==> src/rtl/hdlc_tx_pkg.sv <==
package hdlc_tx_pkg;

    typedef enum logic [2:0] {
        ST_FILL,
        ST_OPEN,
        ST_BODY,
        ST_FCS,
        ST_CLOSE,
        ST_ABORT
    } tx_state_e;

    localparam int          DELIM_W   = 8;
    localparam logic [7:0]  DELIM_PAT = 8'h7E;

endpackage

==> src/rtl/hdlc_fcs16.sv <==
module hdlc_fcs16 #(
    parameter int               CRC_W = 16,
    parameter logic [CRC_W-1:0] POLY  = 16'h8408,
    parameter logic [CRC_W-1:0] INIT  = 16'hFFFF
) (
    input  logic             clk,
    input  logic             rst_n,
    input  logic             preset,
    input  logic             step,
    input  logic             din,
    output logic [CRC_W-1:0] crc,
    output logic [CRC_W-1:0] crc_nx
);

    // reflected update: shift right, fold generator when the outgoing bit differs
    always_comb begin
        crc_nx = crc >> 1;
        if (crc[0] ^ din) begin
            crc_nx = crc_nx ^ POLY;
        end
    end

    always_ff @(posedge clk) begin
        if (!rst_n || preset) begin
            crc <= INIT;
        end else if (step) begin
            crc <= crc_nx;
        end
    end

endmodule

==> src/rtl/hdlc_in_buf.sv <==
module hdlc_in_buf #(
    parameter int OCT_W = 8
) (
    input  logic             clk,
    input  logic             rst_n,
    input  logic             in_valid,
    input  logic [OCT_W-1:0] in_data,
    input  logic             in_sof,
    input  logic             in_eof,
    output logic             in_ready,
    input  logic             take,
    output logic             vld,
    output logic [OCT_W-1:0] data_q,
    output logic             sof_q,
    output logic             eof_q
);

    assign in_ready = !vld;

    always_ff @(posedge clk) begin
        if (!rst_n) begin
            vld    <= 1'b0;
            data_q <= '0;
            sof_q  <= 1'b0;
            eof_q  <= 1'b0;
        end else if (in_valid && !vld) begin
            vld    <= 1'b1;
            data_q <= in_data;
            sof_q  <= in_sof;
            eof_q  <= in_eof;
        end else if (take) begin
            vld <= 1'b0;
        end
    end

    // a held octet is neither dropped nor overwritten until taken
    p_hold_r9: assert property (@(posedge clk) disable iff (!rst_n)
        (vld && !take) |=> (vld && $stable(data_q) && $stable(eof_q) && $stable(sof_q)));

    // an offer while full is not accepted
    p_full_blocks_r9: assert property (@(posedge clk) disable iff (!rst_n)
        (vld && !take && in_valid) |=> $stable(data_q));

endmodule

==> src/rtl/hdlc_tx.sv <==
module hdlc_tx
    import hdlc_tx_pkg::*;
#(
    parameter int               OCT_W     = 8,
    parameter int               FCS_W     = 16,
    parameter int               RUN_MAX   = 5,
    parameter int               ABORT_LEN = 8,
    parameter logic [FCS_W-1:0] FCS_POLY  = 16'h8408,
    parameter logic [FCS_W-1:0] FCS_INIT  = 16'hFFFF
) (
    input  logic             clk,
    input  logic             rst_n,
    input  logic             bit_en,
    input  logic             idle_ones,
    input  logic             abort_req,
    input  logic [OCT_W-1:0] in_data,
    input  logic             in_valid,
    input  logic             in_sof,
    input  logic             in_eof,
    output logic             in_ready,
    output logic             tx_bit
);

    localparam int CNT_W  = $clog2(FCS_W + ABORT_LEN + DELIM_W);
    localparam int ONES_W = $clog2(RUN_MAX + 1);
    localparam int SH_W   = (FCS_W > OCT_W) ? FCS_W : OCT_W;

    localparam logic [CNT_W-1:0]  OCT_LAST   = CNT_W'(OCT_W - 1);
    localparam logic [CNT_W-1:0]  FCS_LAST   = CNT_W'(FCS_W - 1);
    localparam logic [CNT_W-1:0]  DELIM_LAST = CNT_W'(DELIM_W - 1);
    localparam logic [CNT_W-1:0]  ABORT_LAST = CNT_W'(ABORT_LEN - 1);
    localparam logic [ONES_W-1:0] RUN_LIM    = ONES_W'(RUN_MAX);

    tx_state_e         state, st_n;
    logic [CNT_W-1:0]  cnt, cnt_n;
    logic [ONES_W-1:0] ones, ones_n;
    logic [SH_W-1:0]   sh, sh_n;
    logic              cur_eof, eof_n;
    logic              bit_n;

    logic              buf_vld, buf_sof, buf_eof, buf_take;
    logic [OCT_W-1:0]  buf_data;
    logic              slot_take, drop;
    logic              start_ok, stuff_now, delim_bit;
    logic              crc_preset, crc_step;
    logic [FCS_W-1:0]  crc, crc_nx;

    hdlc_in_buf #(.OCT_W(OCT_W)) u_buf (
        .clk      (clk),
        .rst_n    (rst_n),
        .in_valid (in_valid),
        .in_data  (in_data),
        .in_sof   (in_sof),
        .in_eof   (in_eof),
        .in_ready (in_ready),
        .take     (buf_take),
        .vld      (buf_vld),
        .data_q   (buf_data),
        .sof_q    (buf_sof),
        .eof_q    (buf_eof)
    );

    hdlc_fcs16 #(.CRC_W(FCS_W), .POLY(FCS_POLY), .INIT(FCS_INIT)) u_fcs (
        .clk    (clk),
        .rst_n  (rst_n),
        .preset (crc_preset),
        .step   (crc_step),
        .din    (sh[0]),
        .crc    (crc),
        .crc_nx (crc_nx)
    );

    assign start_ok  = buf_vld && buf_sof && !buf_eof;
    assign drop      = (state == ST_FILL) && buf_vld && !start_ok;
    assign buf_take  = slot_take || drop;
    assign delim_bit = DELIM_PAT[cnt[2:0]];
    assign stuff_now = ((state == ST_BODY) || (state == ST_FCS) || (state == ST_CLOSE))
                       && (ones == RUN_LIM);

    // next-state and datapath decisions, all taken in a bit slot
    always_comb begin
        st_n       = state;
        cnt_n      = cnt;
        ones_n     = ones;
        sh_n       = sh;
        eof_n      = cur_eof;
        bit_n      = tx_bit;
        slot_take  = 1'b0;
        crc_preset = 1'b0;
        crc_step   = 1'b0;
        if (bit_en) begin
            unique case (state)
                ST_FILL: begin
                    bit_n  = idle_ones ? 1'b1 : delim_bit;
                    ones_n = '0;
                    if (cnt == DELIM_LAST) begin
                        cnt_n = '0;
                        if (start_ok) begin
                            st_n = ST_OPEN;
                        end
                    end else begin
                        cnt_n = cnt + 1'b1;
                    end
                end
                ST_OPEN: begin
                    bit_n      = delim_bit;
                    ones_n     = '0;
                    crc_preset = 1'b1;
                    if (cnt == DELIM_LAST) begin
                        st_n      = ST_BODY;
                        cnt_n     = '0;
                        sh_n      = SH_W'(buf_data);
                        eof_n     = buf_eof;
                        slot_take = 1'b1;
                    end else begin
                        cnt_n = cnt + 1'b1;
                    end
                end
                ST_BODY: begin
                    if (abort_req) begin
                        st_n   = ST_ABORT;
                        cnt_n  = '0;
                        bit_n  = 1'b1;
                        ones_n = '0;
                    end else if (stuff_now) begin
                        bit_n  = 1'b0;
                        ones_n = '0;
                    end else begin
                        bit_n    = sh[0];
                        crc_step = 1'b1;
                        ones_n   = sh[0] ? ones + 1'b1 : '0;
                        sh_n     = sh >> 1;
                        if (cnt == OCT_LAST) begin
                            cnt_n = '0;
                            if (cur_eof) begin
                                st_n = ST_FCS;
                                sh_n = SH_W'(~crc_nx);
                            end else if (buf_vld) begin
                                sh_n      = SH_W'(buf_data);
                                eof_n     = buf_eof;
                                slot_take = 1'b1;
                            end else begin
                                st_n = ST_ABORT;
                            end
                        end else begin
                            cnt_n = cnt + 1'b1;
                        end
                    end
                end
                ST_FCS: begin
                    if (abort_req) begin
                        st_n   = ST_ABORT;
                        cnt_n  = '0;
                        bit_n  = 1'b1;
                        ones_n = '0;
                    end else if (stuff_now) begin
                        bit_n  = 1'b0;
                        ones_n = '0;
                    end else begin
                        bit_n  = sh[0];
                        ones_n = sh[0] ? ones + 1'b1 : '0;
                        sh_n   = sh >> 1;
                        if (cnt == FCS_LAST) begin
                            st_n  = ST_CLOSE;
                            cnt_n = '0;
                        end else begin
                            cnt_n = cnt + 1'b1;
                        end
                    end
                end
                ST_CLOSE: begin
                    ones_n = '0;
                    if (stuff_now) begin
                        bit_n = 1'b0;
                    end else begin
                        bit_n = delim_bit;
                        if (cnt == DELIM_LAST) begin
                            st_n  = ST_FILL;
                            cnt_n = '0;
                        end else begin
                            cnt_n = cnt + 1'b1;
                        end
                    end
                end
                ST_ABORT: begin
                    bit_n  = 1'b1;
                    ones_n = '0;
                    if (cnt == ABORT_LAST) begin
                        st_n  = ST_FILL;
                        cnt_n = '0;
                    end else begin
                        cnt_n = cnt + 1'b1;
                    end
                end
                default: begin
                    st_n  = ST_FILL;
                    cnt_n = '0;
                end
            endcase
        end
    end

    // state register
    always_ff @(posedge clk) begin
        if (!rst_n) begin
            state   <= ST_FILL;
            cnt     <= '0;
            ones    <= '0;
            sh      <= '0;
            cur_eof <= 1'b0;
        end else begin
            state   <= st_n;
            cnt     <= cnt_n;
            ones    <= ones_n;
            sh      <= sh_n;
            cur_eof <= eof_n;
        end
    end

    // output register
    always_ff @(posedge clk) begin
        if (!rst_n) begin
            tx_bit <= 1'b1;
        end else begin
            tx_bit <= bit_n;
        end
    end

    // a full run of ones in the body is followed by an inserted zero
    p_stuff_zero_r3: assert property (@(posedge clk) disable iff (!rst_n)
        (bit_en && !abort_req && ones == RUN_LIM &&
         (state == ST_BODY || state == ST_FCS || state == ST_CLOSE)) |=> !tx_bit);

    // the run counter never passes the limit
    p_run_bound_r3: assert property (@(posedge clk) disable iff (!rst_n)
        ones <= RUN_LIM);

    // ones fill puts only ones on the line
    p_fill_ones_r6: assert property (@(posedge clk) disable iff (!rst_n)
        (bit_en && state == ST_FILL && idle_ones) |=> tx_bit);

    // an abort request in the body or check word starts the abort run
    p_abort_enter_r7: assert property (@(posedge clk) disable iff (!rst_n)
        (bit_en && abort_req && (state == ST_BODY || state == ST_FCS))
        |=> (state == ST_ABORT && tx_bit));

    // the abort run is all ones
    p_abort_ones_r7: assert property (@(posedge clk) disable iff (!rst_n)
        (bit_en && state == ST_ABORT) |=> tx_bit);

    // a one-octet body or an unmarked octet is discarded during fill
    p_reject_r10: assert property (@(posedge clk) disable iff (!rst_n)
        (state == ST_FILL && buf_vld && (buf_eof || !buf_sof)) |=> !buf_vld);

    // nothing advances without a slot strobe
    p_quiet_r11: assert property (@(posedge clk) disable iff (!rst_n)
        !bit_en |=> ($stable(tx_bit) && $stable(state) && $stable(cnt)));

endmodule

==> config.mk <==
export PLATFORM = sky130hd
export DESIGN_NAME = hdlc_tx
export DESIGN_NICKNAME = d
export VERILOG_FILES = /design/src/rtl/hdlc_tx_pkg.sv /design/src/rtl/hdlc_fcs16.sv /design/src/rtl/hdlc_in_buf.sv /design/src/rtl/hdlc_tx.sv
export SDC_FILE = /design/constraint.sdc
export NUM_CORES = 1
export LEC_CHECK = 0
export ABC_CLOCK_PERIOD_IN_PS = 3050
export BUFFER_PORTS_ARGS = -buffer_cell sky130_fd_sc_hd__clkbuf_2
export CORE_MARGIN = 1.5
export CORE_UTILIZATION = 40
export CTS_BUF_LIST = sky130_fd_sc_hd__clkbuf_4 sky130_fd_sc_hd__clkbuf_8
export DETAILED_ROUTE_END_ITERATION = 6
export HOLD_SLACK_MARGIN = 0.08
export PLACE_DENSITY = 0.6
export SYNTH_ARGS = -nofsm -noshare
export SYNTH_HDL_FRONTEND = slang
export SYNTH_HIERARCHICAL = 1
export SYNTH_SLANG_ARGS = --single-unit
export TNS_END_PERCENT = 50
==> constraint.sdc <==
create_clock -name clk -period 3.05 [get_ports clk]
set_clock_uncertainty 0.05 [all_clocks]
set_input_delay 0.305 -clock clk [delete_from_list [all_inputs] [get_ports clk]]
set_output_delay 0.305 -clock clk [all_outputs]
set_load 0.01 [all_outputs]
==> flow_metrics.tcl <==
set metrics [dict create \
    status "complete, no violations" \
    multiInputGateArea_um2 1600 \
    critPathKind "flop to flop" \
    clockRootBuffer "clkbuf_8" \
    intPower_w 0.00137 \
    yosysTopAreaCell "dfxtp_1" \
    timing_worst_slew_pin_value_ns 0.926 \
    drtIter0Drc 93 \
    syn_inst 355 \
    die_h_um 89.6 \
    antenna_cells 0 \
    start_kind "flop" \
    design_area_um2 3290 \
    synth_warnings 6 \
    p_switching_w 0.000362 \
    syn_nets 376 \
    numCtsBuffers 9 \
    fp.dieArea_um2 8020 \
    yosysMostFrequentCell "dfxtp_1" \
    fill_cells 737 \
    syn_area_um2 3000 \
    via_count 2409 \
    vias_per_cell 5.26 \
    num_rows 31 \
    clockPowerShare_pct 50.6 \
    grt_pass1_wl_um 10200 \
    cp.arrival_ns 2.62 \
    rsz0062_at_grt "no" \
    dp_hpwl_um 4270 \
    drtPass1Iterations 4 \
    wl_met3_um 172 \
    seqPwrFrac_pct 44.5 \
    slew_headroom_pct 38.0 \
    cts_buffer_depth 2 \
    synth_common_cells "dfxtp_1 (57), nand2_1 (50), nor2_1 (45)" \
    worst-path-max-fanout 14 \
    gpl.final_weighted_congestion 0.853 \
    cts.sinks 57 \
    end_kind "flop" \
    synth-edff-count 0 \
    drc 0 \
    ys_ff_latch 57 \
    min_path_type "input port to flop" \
    grt_max_degree 31 \
    grtUsageTotal_pct 16.7 \
    post-cts-setup-buffers 0 \
    swShare_pct 20.9 \
    syn_to_final_growth_pct 9.65 \
    ant_nets 0 \
    fmax_mhz 408 \
    fin_tns_setup_ns 0 \
    whs_ns 0.149 \
    required_ns 3.22 \
    htreeDepth 3 \
    drive_above_1_share_pct 13.1 \
    cts_resized 0 \
    finalSetupViolCount 0 \
    p_leak_nw 1.19 \
    fin_crit_sh_pct 80.3 \
    place_ws_ns 0.638 \
    port_buffers 17 \
    overflow 0 \
    ioPinCount 18 \
    cts_tree "done" \
    cts_hold_buf 0 \
    synth_cell_types 54 \
    dpl-instance-area_um2 3040 \
    powerDensity_nw_per_um2 526 \
    drv_slew 0 \
    yosysSeqAreaShare_pct 38.1 \
    top_layer "met4" \
    finalPower_w 0.00173 \
    hold_violations 0 \
    synthArstFlopShare_pct 0 \
    path_clk_slew_ns 0.07 \
    period_minus_slack_ns 2.45 \
    seq_area_um2 1140 \
    cap_violations 0 \
    m1WireLength_um 3290 \
    synth.avg_cell_area_um2 8.44 \
    antenna_found_initial 0 \
    die_w_um 89.6 \
    synth_area_leaders "dfxtp_1 (38%), mux2i_1 (8.4%), nand2_1 (6.3%), nor2_1 (5.6%), a21oi_1 (3.8%)" \
    wire_per_inst_um 13.5 \
    core-area_um2 7250 \
    ir_drop_mv 0.331 \
    insertion_delay_ns 0.33 \
    grt_pass1_vias 2107 \
    ys.flop_type "dfxtp_1" \
    wl_met2_um 2580 \
    layout_setup_ws_ns 0.600 \
    synth_top_area_share_pct 38.1 \
    totalWireLength_um 6190 \
    power_frac_comb_pct 4.9 \
    start_util_pct 41.3 \
    nets 375 \
]
worst max-delay path, stage by stage (launching register included):
cell,delay (ns)
dfxtp_1,0.37
ha_1,0.27
nand4bb_1,0.19
nor2_1,0.10
o21a_1,0.16
nor2_1,0.70
a221oi_1,0.22
a211oi_1,0.28
placed cells by master (no fill, tap or decap), types with 6 or more instances in the layout:
cell       n
a211oi_1  15
a21oi_1   23
a221oi_1   8
clkbuf_2  17
clkbuf_8  10
dfxtp_1   57
inv_1     12
mux2i_1   25
nand2_1   50
nor2_1    45
o211ai_1   6
o21ai_0    8
per-stage QoR:
stage,util [%],cells
6_report,45.3,458
5_1_grt,45.3,458
4_1_cts,45.3,458
3_5_place_dp,41.9,442
3_3_place_gp,41.9,442
2_1_floorplan,-,355
cell families after synthesis:
kind of cell    synth area share, %
xor+xnor                       1.80
fa+ha+maj                      2.09
mux                            8.35
compound gates                 20.7
simple gates                   20.5
buf+inv                        8.48
flops                          38.1
worst paths after layout:
| kind | start | endpoint | slack, ns | cells past startpoint |
|---|---|---|---|---|
| max | cnt[0] | sh[2] | 0.60 | 7 |
| min | in_data[2] | u_buf/data_q[2] | 0.15 | 3 |
| max reg2reg | cnt[0] | sh[2] | 0.60 | 7 |
| min reg2reg | u_buf/data_q[4] | u_buf/data_q[4] | 0.41 | 2 |
power groups by stage:
stage          Sequential (W)  Combinational [W]  Clock [W]
6_report             0.000770          0.0000848   0.000875
5_1_grt              0.000772          0.0000953   0.000924
4_1_cts              0.000770          0.0000855   0.000894
3_5_place_dp         0.000787          0.0000852          0
3_3_place_gp         0.000786          0.0000843          0
2_1_floorplan        0.000784          0.0000613          0
layer usage:
layer | vias up | global-route usage [%]
met5 | - | 0
met4 | 0 | 9.23
met3 | 11 | 3.23
met2 | 38 | 23.7
met1 | 1107 | 23.4
li1 | 1253 | -
area by class of cell:
cell class | count | area share [%]
Tap cell | 99 | 3.77
Timing Repair Buffer | 22 | 3.73
Multi-Input combinational cell | 251 | 48.7
Sequential cell | 57 | 34.7
Inverter | 13 | 1.49
Clock inverter | 5 | 3.12
Clock buffer | 11 | 4.42
sequential cells by signal, summed over array words and instances (netlist names):
register	cells
cnt	5
tx_bit	1
ones	3
cur_eof	1
delim_bit	1
u_buf/data_q	8
u_buf/sof_q	1
u_buf/vld	1
u_buf/eof_q	1
sh	16
u_fcs/crc	16
state	3
No activity file was read; power rests on OpenSTA's default activity.
